--- config.mk ---
export PLATFORM = sky130hd
export DESIGN_NAME = loop_seq_ctrl
export DESIGN_NICKNAME = d
export VERILOG_FILES = /design/src/rtl/loop_stack_pkg.sv /design/src/rtl/loop_entry_file.sv /design/src/rtl/loop_resolve.sv /design/src/rtl/loop_seq_ctrl.sv
export SDC_FILE = /design/constraint.sdc
export NUM_CORES = 1
export LEC_CHECK = 0
export BUFFER_PORTS_ARGS = -buffer_cell sky130_fd_sc_hd__buf_4
export CORE_ASPECT_RATIO = 1.2
export CORE_UTILIZATION = 50
export CTS_CLUSTER_SIZE = 8
export DETAILED_ROUTE_END_ITERATION = 16
export PLACE_DENSITY = 0.68
export SETUP_SLACK_MARGIN = 0.5
export SLEW_MARGIN = 20
export SYNTH_ARGS = -nofsm -noshare
export SYNTH_HDL_FRONTEND = slang
export SYNTH_SLANG_ARGS = --single-unit
--- constraint.sdc ---
create_clock -name clk -period 5.7 [get_ports clk]
set_input_delay 1.14 -clock clk [delete_from_list [all_inputs] [get_ports clk]]
set_output_delay 1.14 -clock clk [all_outputs]
set_load 0.005 [all_outputs]
--- src/rtl/loop_stack_pkg.sv ---
package loop_stack_pkg;

    // Occupancy of the loop stack
    typedef enum logic [1:0] {
        LS_EMPTY  = 2'd0,
        LS_ACTIVE = 2'd1,
        LS_FULL   = 2'd2
    } ls_state_e;

    // What the current fetch does to the sequencer
    typedef enum logic [2:0] {
        OP_HOLD   = 3'd0,
        OP_SKIP   = 3'd1,
        OP_PUSH   = 3'd2,
        OP_REJECT = 3'd3,
        OP_STEP   = 3'd4
    } fetch_op_e;

endpackage

--- src/rtl/loop_entry_file.sv ---
module loop_entry_file #(
    parameter int AW    = 16,
    parameter int CW    = 8,
    parameter int DEPTH = 4,
    parameter int PTRW  = 3,
    parameter int IW    = 2
) (
    input  logic                      clk,
    input  logic                      rst_n,
    input  logic                      push_en,
    input  logic [PTRW-1:0]           push_idx,
    input  logic [AW-1:0]             push_start,
    input  logic [AW-1:0]             push_end,
    input  logic [CW-1:0]             push_count,
    input  logic                      dec_en,
    input  logic [IW-1:0]             dec_idx,
    output logic [DEPTH-1:0][AW-1:0]  start_arr,
    output logic [DEPTH-1:0][AW-1:0]  end_arr,
    output logic [DEPTH-1:0][CW-1:0]  count_arr
);

    // One slot per nesting level; a slot is written by a push or
    // has its pass count lowered by a loop-back.
    for (genvar g = 0; g < DEPTH; g++) begin : g_slot
        always_ff @(posedge clk or negedge rst_n) begin
            if (!rst_n) begin
                start_arr[g] <= '0;
                end_arr[g]   <= '0;
                count_arr[g] <= '0;
            end else if (push_en && (push_idx == PTRW'(g))) begin
                start_arr[g] <= push_start;
                end_arr[g]   <= push_end;
                count_arr[g] <= push_count;
            end else if (dec_en && (dec_idx == IW'(g))) begin
                count_arr[g] <= count_arr[g] - CW'(1);
            end
        end
    end

endmodule

--- src/rtl/loop_resolve.sv ---
module loop_resolve #(
    parameter int AW         = 16,
    parameter int CW         = 8,
    parameter int DEPTH      = 4,
    parameter int PTRW       = 3,
    parameter int IW         = 2,
    parameter int INSN_BYTES = 2
) (
    input  logic [AW-1:0]             pc,
    input  logic [PTRW-1:0]           depth,
    input  logic [DEPTH-1:0][AW-1:0]  start_arr,
    input  logic [DEPTH-1:0][AW-1:0]  end_arr,
    input  logic [DEPTH-1:0][CW-1:0]  count_arr,
    output logic                      redirect,
    output logic [AW-1:0]             target,
    output logic [IW-1:0]             dec_idx,
    output logic [PTRW-1:0]           pop_cnt
);

    localparam logic [AW-1:0] STEP = AW'(INSN_BYTES);

    logic searching;

    // Walk from the innermost occupied slot outward. Each slot whose
    // end matches on its last pass is popped; the first slot with
    // passes left loops back; the first mismatch stops the walk.
    always_comb begin
        redirect  = 1'b0;
        target    = pc + STEP;
        dec_idx   = '0;
        pop_cnt   = '0;
        searching = 1'b1;
        for (int k = DEPTH - 1; k >= 0; k--) begin
            if (searching && (PTRW'(k) < depth)) begin
                if (end_arr[k] == pc) begin
                    if (count_arr[k] > CW'(1)) begin
                        redirect  = 1'b1;
                        target    = start_arr[k];
                        dec_idx   = IW'(k);
                        searching = 1'b0;
                    end else begin
                        pop_cnt = pop_cnt + PTRW'(1);
                    end
                end else begin
                    searching = 1'b0;
                end
            end
        end
    end

endmodule

--- src/rtl/loop_seq_ctrl.sv ---
module loop_seq_ctrl #(
    parameter int AW         = 16,
    parameter int CW         = 8,
    parameter int DEPTH      = 4,
    parameter int INSN_BYTES = 2
) (
    input  logic          clk,
    input  logic          rst_n,
    input  logic          fetch_valid,
    input  logic [AW-1:0] pc,
    input  logic          push_valid,
    input  logic [AW-1:0] push_start,
    input  logic [AW-1:0] push_end,
    input  logic [CW-1:0] push_count,
    output logic [AW-1:0] next_pc,
    output logic          overflow_err
);
    import loop_stack_pkg::*;

    localparam int            PTRW = $clog2(DEPTH + 1);
    localparam int            IW   = (DEPTH > 1) ? $clog2(DEPTH) : 1;
    localparam logic [AW-1:0] STEP = AW'(INSN_BYTES);
    localparam logic [PTRW-1:0] DEPTH_P = PTRW'(DEPTH);

    ls_state_e     state_q, state_nxt;
    fetch_op_e     op;
    logic [PTRW-1:0] depth_q, depth_nxt;
    logic          ovf_q, ovf_set;

    logic          push_en, dec_en;
    logic                     res_redirect;
    logic [AW-1:0]            res_target;
    logic [IW-1:0]            res_dec_idx;
    logic [PTRW-1:0]          res_pop_cnt;
    logic [DEPTH-1:0][AW-1:0] start_arr;
    logic [DEPTH-1:0][AW-1:0] end_arr;
    logic [DEPTH-1:0][CW-1:0] count_arr;

    loop_entry_file #(
        .AW(AW), .CW(CW), .DEPTH(DEPTH), .PTRW(PTRW), .IW(IW)
    ) u_entries (
        .clk        (clk),
        .rst_n      (rst_n),
        .push_en    (push_en),
        .push_idx   (depth_q),
        .push_start (push_start),
        .push_end   (push_end),
        .push_count (push_count),
        .dec_en     (dec_en),
        .dec_idx    (res_dec_idx),
        .start_arr  (start_arr),
        .end_arr    (end_arr),
        .count_arr  (count_arr)
    );

    loop_resolve #(
        .AW(AW), .CW(CW), .DEPTH(DEPTH), .PTRW(PTRW), .IW(IW),
        .INSN_BYTES(INSN_BYTES)
    ) u_resolve (
        .pc        (pc),
        .depth     (depth_q),
        .start_arr (start_arr),
        .end_arr   (end_arr),
        .count_arr (count_arr),
        .redirect  (res_redirect),
        .target    (res_target),
        .dec_idx   (res_dec_idx),
        .pop_cnt   (res_pop_cnt)
    );

    // Classify the fetch
    always_comb begin
        if (!fetch_valid) begin
            op = OP_HOLD;
        end else if (push_valid) begin
            if (push_count == '0) begin
                op = OP_SKIP;
            end else if (state_q == LS_FULL) begin
                op = OP_REJECT;
            end else begin
                op = OP_PUSH;
            end
        end else begin
            op = OP_STEP;
        end
    end

    // Output process: next address and the commands to the stack
    always_comb begin
        next_pc   = pc;
        push_en   = 1'b0;
        dec_en    = 1'b0;
        ovf_set   = 1'b0;
        depth_nxt = depth_q;
        unique case (op)
            OP_HOLD: begin
                next_pc = pc;
            end
            OP_SKIP: begin
                next_pc = push_end + STEP;
            end
            OP_PUSH: begin
                next_pc   = pc + STEP;
                push_en   = 1'b1;
                depth_nxt = depth_q + PTRW'(1);
            end
            OP_REJECT: begin
                next_pc = pc + STEP;
                ovf_set = 1'b1;
            end
            OP_STEP: begin
                next_pc   = res_target;
                dec_en    = res_redirect;
                depth_nxt = depth_q - res_pop_cnt;
            end
            default: begin
                next_pc = pc;
            end
        endcase
    end

    // Occupancy transitions: LOAD, FILL, DRAIN, RELEASE, FLUSH
    always_comb begin
        state_nxt = state_q;
        unique case (state_q)
            LS_EMPTY: begin
                if (op == OP_PUSH) begin
                    state_nxt = (depth_nxt == DEPTH_P) ? LS_FULL : LS_ACTIVE;
                end
            end
            LS_ACTIVE: begin
                if (op == OP_PUSH && depth_nxt == DEPTH_P) begin
                    state_nxt = LS_FULL;
                end else if (op == OP_STEP && depth_nxt == '0) begin
                    state_nxt = LS_EMPTY;
                end
            end
            LS_FULL: begin
                if (op == OP_STEP && res_pop_cnt != '0) begin
                    state_nxt = (depth_nxt == '0) ? LS_EMPTY : LS_ACTIVE;
                end
            end
            default: begin
                state_nxt = LS_EMPTY;
            end
        endcase
    end

    // State register
    always_ff @(posedge clk or negedge rst_n) begin
        if (!rst_n) begin
            state_q <= LS_EMPTY;
            depth_q <= '0;
            ovf_q   <= 1'b0;
        end else begin
            state_q <= state_nxt;
            depth_q <= depth_nxt;
            if (ovf_set) begin
                ovf_q <= 1'b1;
            end
        end
    end

    assign overflow_err = ovf_q;

endmodule

# Word level (Yosys, flattened, before mapping)
# Index checks and enable logic that the tools add are counted.
dict set report totals {
  reg_bits 166
  inputBits 60
  output_inout_bits 17
  wordCells 161
}
dict set report op_classes {
  addsub 11
  magnitude_cmp 8
  eq_ne 20
  mux 81
  n_reduce_logical 26
}
# cell n
set op_table {}
lappend op_table {{2-to-1 mux 16 bit} 12}
lappend op_table {{equality test 16 bit} 4}
lappend op_table {{2-to-1 mux 8 bit} 8}
lappend op_table {{case mux 16 bit (3 select lines)} 1}
lappend op_table {{2-to-1 mux 3 bit} 13}
lappend op_table {{2-to-1 mux 2 bit} 18}
lappend op_table {{adder 16 x 2 -> 16 bit (second input constant)} 2}
lappend op_table {{greater-than comparator 8 x 1 -> 1 bit (second input constant)} 4}
lappend op_table {{subtractor 8 x 1 -> 8 bit (second input constant)} 4}
lappend op_table {{2-to-1 mux 1 bit} 27}
lappend op_table {{logical AND 1 bit} 14}
lappend op_table {{adder 3 x 1 -> 3 bit (second input constant)} 4}
lappend op_table {{equality test 3 x 2 -> 1 bit (second input constant)} 4}
lappend op_table {{logical NOT 8 bit} 1}
lappend op_table {{nonzero test 2 bit} 4}
lappend op_table {{equality test 2 bit (second input constant)} 3}
lappend op_table {{equality test 3 x 1 -> 1 bit (second input constant)} 2}
lappend op_table {{equality test 3 bit (second input constant)} 2}
lappend op_table {{logical NOT 3 bit} 2}
lappend op_table {{less-than comparator 1 x 3 -> 1 bit (first input constant)} 2}
lappend op_table {{less-than comparator 2 x 3 -> 1 bit (first input constant)} 2}
lappend op_table {{case mux 2 bit (3 select lines)} 1}
lappend op_table {{case mux 3 bit (2 select lines)} 1}
lappend op_table {{equality test 2 x 1 -> 1 bit (second input constant)} 2}
lappend op_table {{other kinds (8)} 9}

# Logic depth before layout (Yosys ltp)
dict set report logic_depth {
  depth_word 23
  mapped_depth 21
  ltp_nobuf 21
}

# Cells and area by module
# Synthesis repeated with hierarchy kept, for this count alone.
dict set report unflattened {
  cells_unflattened 1200
  area_unflattened_um2 10386.2
}
# module n_inst cells_per_inst area_each_um2 seq_area_each_um2
set modules_own_cells {}
lappend modules_own_cells {loop_entry_file 1 748 6697.7 4003.8}
lappend modules_own_cells {loop_resolve 1 262 2353.5 0.0}
lappend modules_own_cells {loop_seq_ctrl 1 190 1335.0 150.1}

# Least setup slack after synthesis
# No wires, ideal clock.
dict set report synth_timing {
  kind {input to register}
  startpoint {input port pc[5]}
  endpoint {register state_q[0]}
  setup_ps 126
  t_arrival_ps 5874
  required_time_ps 5574
  setup_slack_ps -299
  stages 21
  path_buffers 1
  path_cell_list {clkbuf_1 > xnor2_1 > nand4_1 > nor4_2 > and3_1 > ha_1 > nor2b_1 > nor2_1 > ha_1 > mux2_2 > ha_1 > mux2_2 > nor2_1 > fa_1 > nor2b_1 > mux2i_1 > a2111oi_0 > mux2_2 > o32ai_1 > o211a_1 > a221o_1}
}
dict set report synth_via {
  elab_chain_len 21
  word_cells_on_any_way 46
  cone_classes {4 x add/sub; 7 x eq/ne; 26 x mux; 9 x reduce/logical}
}
# item line_no
set synth_rtl {}
lappend synth_rtl {{from (decl)} loop_seq_ctrl.sv:10} ;# input logic [AW-1:0] pc,
lappend synth_rtl {{equality test 16 bit} loop_resolve.sv:35} ;# if (end_arr[k] == pc) begin
lappend synth_rtl {{2-to-1 mux 3 bit} loop_resolve.sv:35}
lappend synth_rtl {{2-to-1 mux 3 bit} loop_resolve.sv:34} ;# if (searching && (PTRW'(k) < depth)) begin
lappend synth_rtl {{adder 3 x 1 -> 3 bit} loop_resolve.sv:42} ;# pop_cnt = pop_cnt + PTRW'(1);
lappend synth_rtl {{2-to-1 mux 3 bit} loop_resolve.sv:36} ;# if (count_arr[k] > CW'(1)) begin
lappend synth_rtl {{2-to-1 mux 3 bit} loop_resolve.sv:35}
lappend synth_rtl {{2-to-1 mux 3 bit} loop_resolve.sv:34}
lappend synth_rtl {{adder 3 x 1 -> 3 bit} loop_resolve.sv:42}
lappend synth_rtl {{[... 5 more ...]} n/a}
lappend synth_rtl {{2-to-1 mux 3 bit} loop_resolve.sv:35}
lappend synth_rtl {{2-to-1 mux 3 bit *} loop_resolve.sv:34}
lappend synth_rtl {{subtractor 3 bit} loop_seq_ctrl.sv:114} ;# depth_nxt = depth_q - res_pop_cnt;
lappend synth_rtl {{case mux 3 bit (2 select lines)} loop_seq_ctrl.sv:95} ;# unique case (op)
lappend synth_rtl {{equality test 3 bit or logical NOT 3 bit (tied branches)} n/a}
lappend synth_rtl {{2-to-1 mux 2 bit, or another cell as far along} loop_seq_ctrl.sv:128} ;# state_nxt = (depth_nxt == DEPTH_P) ? LS_FULL : LS_ACTIVE;
lappend synth_rtl {{2-to-1 mux 2 bit, or another cell as far along} loop_seq_ctrl.sv:127} ;# if (op == OP_PUSH) begin
lappend synth_rtl {{case mux 2 bit (3 select lines) or AND reduction 3 bit (tied branches)} n/a}
lappend synth_rtl {{to (signal assigned)} loop_seq_ctrl.sv:156} ;# state_q <= state_nxt;
lappend synth_rtl {{to (decl)} loop_seq_ctrl.sv:25} ;# ls_state_e state_q, state_nxt;
# Mark *: on every way between the ends. The rest lies on a longest branch, timed or not. The select of a mux whose other input is x is not followed.
# A chain may end at the register's enable or synchronous reset.

# Worst setup path in the final report
dict set report layout_timing {
  startpoint {input port pc[5]}
  endpoint {output port next_pc[3]}
}
dict set report layout_via {
  elab_chain_len 13
  word_cells_on_any_way 27
  cone_classes {4 x eq/ne; 20 x mux; 3 x reduce/logical}
}
# item line_no
set layout_rtl {}
lappend layout_rtl {{equality test 16 bit} loop_resolve.sv:35}
lappend layout_rtl {{2-to-1 mux 16 bit} loop_resolve.sv:35}
lappend layout_rtl {{2-to-1 mux 16 bit} loop_resolve.sv:34}
lappend layout_rtl {{2-to-1 mux 16 bit} loop_resolve.sv:36}
lappend layout_rtl {{2-to-1 mux 16 bit} loop_resolve.sv:35}
lappend layout_rtl {{2-to-1 mux 16 bit} loop_resolve.sv:34}
lappend layout_rtl {{2-to-1 mux 16 bit} loop_resolve.sv:36}
lappend layout_rtl {{2-to-1 mux 16 bit} loop_resolve.sv:35}
lappend layout_rtl {{2-to-1 mux 16 bit} loop_resolve.sv:34}
lappend layout_rtl {{2-to-1 mux 16 bit} loop_resolve.sv:36}
lappend layout_rtl {{2-to-1 mux 16 bit} loop_resolve.sv:35}
lappend layout_rtl {{2-to-1 mux 16 bit *} loop_resolve.sv:34}
lappend layout_rtl {{case mux 16 bit (3 select lines) *} loop_seq_ctrl.sv:95}
lappend layout_rtl {{to (decl)} loop_seq_ctrl.sv:15} ;# output logic [AW-1:0] next_pc,
# Mark *: on every way between the ends. The rest lies on a longest branch, timed or not.

==> impl_metrics.tcl <==
set metrics [dict create \
    finClkSkew_ns 0.00786 \
    ys.flop_type "dfrtp_1" \
    seqPwrFrac_pct 42.9 \
    synth_edf_count 0 \
    nNetsFinal 1311 \
    fin_crit_sh_pct 91.8 \
    clkTransAtPathRegs_ns 0.07 \
    required_ns 4.56 \
    ff2ff_path_depth 20 \
    wl_per_cell_um 20.6 \
    antenna_found_initial 0 \
    hpwlAfterDp_um 21600 \
    slew_viol_final 0 \
    fp-row-count 56 \
    initial_core_util_pct 51.0 \
    clk_path_buf_depth 2 \
    p_switching_mw 1.84 \
    viasPerCell 5.87 \
    drc 0 \
    p_int_mw 3.29 \
    vdd_drop_max_mv 0.250 \
    die-height_um 156 \
    finalCriticalPeriod_ns 5.23 \
    die_w_um 131 \
    track_usage_pct 32.3 \
    syn_nets 1206 \
    yosysSeqAreaShare_pct 41.8 \
    cts_htree_levels 4 \
    core-area_sq_um 19500 \
    drt_iter0_markers 731 \
    synth_seq_cells 166 \
    gp_congestion 0.943 \
    syn_avg_cell_area_sq_um 8.78 \
    power_density_nw_per_um2 418 \
    ctsHoldBuffers 0 \
    overflow 0 \
    critPathMaxFanout 17 \
    setup_violations 0 \
    numCtsBuffers 17 \
    final_cells 1510 \
    ios 77 \
    dr_total_vias 8866 \
    cp_data_arrival_time_ns 4.09 \
    leakagePower_nw 5.49 \
    netlist_area_sq_um 9930 \
    max-cap-violations 0 \
    grt_pass1_vias 9004 \
    synth_cell_type_count 79 \
    tns_ns 0 \
    fin_ws_ns 0.468 \
    p_clk_share_pct 24.5 \
    syn_to_final_growth_pct 23.6 \
    cts_tree "built" \
    drive_above_1_share_pct 26.1 \
    comb_power_share_pct 32.7 \
    clock-sinks 166 \
    cts_root_buffer "clkbuf_16" \
    hp-class "register to register" \
    switching_share_pct 36.0 \
    worstMarginPinSlew_ns 0.942 \
    pre_cts_ws_ns -0.165 \
    max-slew-margin-rel_pct 37.2 \
    routed_wl_um 31100 \
    status "finished clean" \
    place_inst 1458 \
    yosys_warnings 0 \
    hold_depth 2 \
    antenna_cells 0 \
    grt_pass1_wl_um 49300 \
    fmax_ghz 0.191 \
    whs_ns 0.478 \
    dieArea_sq_um 20400 \
    num-fill-cells 1703 \
    synthArstFlopShare_pct 100 \
    clock_latency_ns 0.44 \
    criticalPathCategory "input port to primary output" \
    grt_max_degree 82 \
    portBuffers 76 \
    ant_nets 0 \
    start_kind "input port" \
    cp-end-kind "primary output" \
    post-route-util_pct 63.0 \
    syn-instance-count 1131 \
    first_pass_iters 5 \
    hold_violations 0 \
    rsz0062_at_grt "yes" \
]
kinds of logic after synthesis:
family,Yosys count,synth area share [%]
muxes,62,6.97
buffers and inverters,98,4.11
xor gates and xnor gates,118,10.4
adders and majority gates,15,1.97
and+or+nand+nor,504,22.9
AOI/OAI and AO/OA,168,11.8
DFF,166,41.8
routing by layer:
metal / up-vias / part of all wire (%) / GRT usage [%]
met2: 381 / 48 / 53.1
met1: 4304 / 41 / 41.3
met4: 0 / 4.4 / 15.5
met5: - / 0 / 0
met3: 102 / 6.1 / 4.89
li1: 4079 / - / -
worst paths after layout:
| check | slack (ns) | startpoint | to |
|---|---|---|---|
| worst max-delay path | 0.47 | pc[5] | next_pc[3] |
| worst min-delay path | 0.48 | u_entries.start_arr[38] | u_entries.start_arr[38] |
| worst max register to register | 0.72 | u_entries.count_arr[20] | state_q[0] |
| worst min register to register | 0.48 | u_entries.start_arr[38] | u_entries.start_arr[38] |
| max in group asynchronous | 3.82 | rst_n | u_entries.end_arr[25] |
| min in group asynchronous | 0.74 | rst_n | u_entries.start_arr[9] |
power groups by stage:
stage / sequential [mW] / clock [mW] / combinational (mW)
final: 2.20 / 1.25 / 1.68
after global routing: 2.27 / 1.31 / 1.87
after CTS: 2.18 / 1.26 / 1.61
after floorplan: 2.06 / 0 / 1.16
after detailed placement: 2.18 / 0 / 1.56
after global placement: 2.16 / 0 / 1.51
sequential cells by signal, indices dropped and copies added, names as in the netlist:
name                 count
u_entries.end_arr       64
u_entries.start_arr     64
u_entries.count_arr     32
depth_q                  3
overflow_err             1
state_q                  2
cell usage after synthesis, drive strengths merged (4+ instances only):
cell type | n | area (sq um)
nand2 | 304 | 1140
mux2i | 5 | 50.1
a22oi | 7 | 57.6
and3 | 9 | 56.3
xnor2 | 87 | 762
nand3 | 17 | 85.1
nor4b | 4 | 62.6
o22ai | 6 | 37.5
dfrtp | 166 | 4150
a211oi | 9 | 77.6
buf | 20 | 109
a221oi | 9 | 78.8
xor2 | 31 | 272
inv | 22 | 82.6
o31ai | 5 | 37.5
nor2 | 75 | 282
a21oi | 19 | 95.1
o211ai | 4 | 35.0
nor3 | 22 | 110
mux2 | 57 | 642
nor4 | 11 | 90.1
o21ai | 57 | 289
clkbuf | 53 | 200
or3 | 6 | 37.5
nand4 | 18 | 128
or4 | 12 | 105
ha | 14 | 175
or2 | 6 | 37.5
and2 | 7 | 43.8
o21a | 7 | 52.6
nor2b | 4 | 25.0
o31a | 6 | 52.6
through the flow:
stage               total power [mW]  instance area (sq um)
CTS                             5.05                  12000
floorplan                       3.23                  10100
global placement                3.67                  11200
global route                    5.44                  12300
detailed placement              3.74                  11200
finish                          5.13                  12300
worst max-delay path, cell delays in order:
cell and delay [ns]:
buf_4 0.12, buf_4 0.18, xnor2_2 0.16, nand4_1 0.16, nor4_4 0.05, buf_6 0.13
buf_4 0.13, a22oi_2 0.26, a211oi_2 0.13, buf_6 0.16, buf_6 0.16, or4_1 0.52
a311o_1 0.40, a31oi_2 0.24, buf_4 0.15
repair_timing:
| item | 4_1_cts | 5_1_grt |
|---|---|---|
| pin swaps | 19 | 31 |
| gates resized for setup | 26 | 38 |
| endpoints found under the setup margin | 8 | 14 |
| buffers inserted | 6 | 14 |
cell usage in the layout, fill, tap and decap left out, drive strengths merged, types with 4 or more instances in the layout:
cell | Yosys | routed
clkbuf | 53 | 19
xor2 | 31 | 31
nor3 | 22 | 22
nor2 | 75 | 75
clkinv | 3 | 5
o21ai | 57 | 57
nand3 | 17 | 17
o211ai | 4 | 4
inv | 22 | 28
o31ai | 5 | 5
o22ai | 6 | 6
a221oi | 9 | 9
nand2 | 304 | 304
o31a | 6 | 6
nor4 | 11 | 11
or2 | 6 | 6
nor4b | 4 | 4
and3 | 9 | 9
mux2 | 57 | 57
and2 | 7 | 7
a211oi | 9 | 9
nor2b | 4 | 4
nand4 | 18 | 18
xnor2 | 87 | 87
or3 | 6 | 6
dfrtp | 166 | 166
o21a | 7 | 7
ha | 14 | 14
or4 | 12 | 12
a22oi | 7 | 7
buf | 20 | 159
mux2i | 5 | 5
a21oi | 19 | 19
final cells by class:
class | count | area (sq um) | area share, %
Multi-Input combinational cell | 867 | 5810 | 47.3
Sequential cell | 166 | 4150 | 33.8
Timing Repair Buffer | 159 | 1250 | 10.2
Clock buffer | 19 | 443 | 3.61
Tap cell | 261 | 327 | 2.66
Clock inverter | 13 | 185 | 1.51
Inverter | 25 | 98.8 | 0.805
No activity file was read; power rests on OpenSTA's default activity.
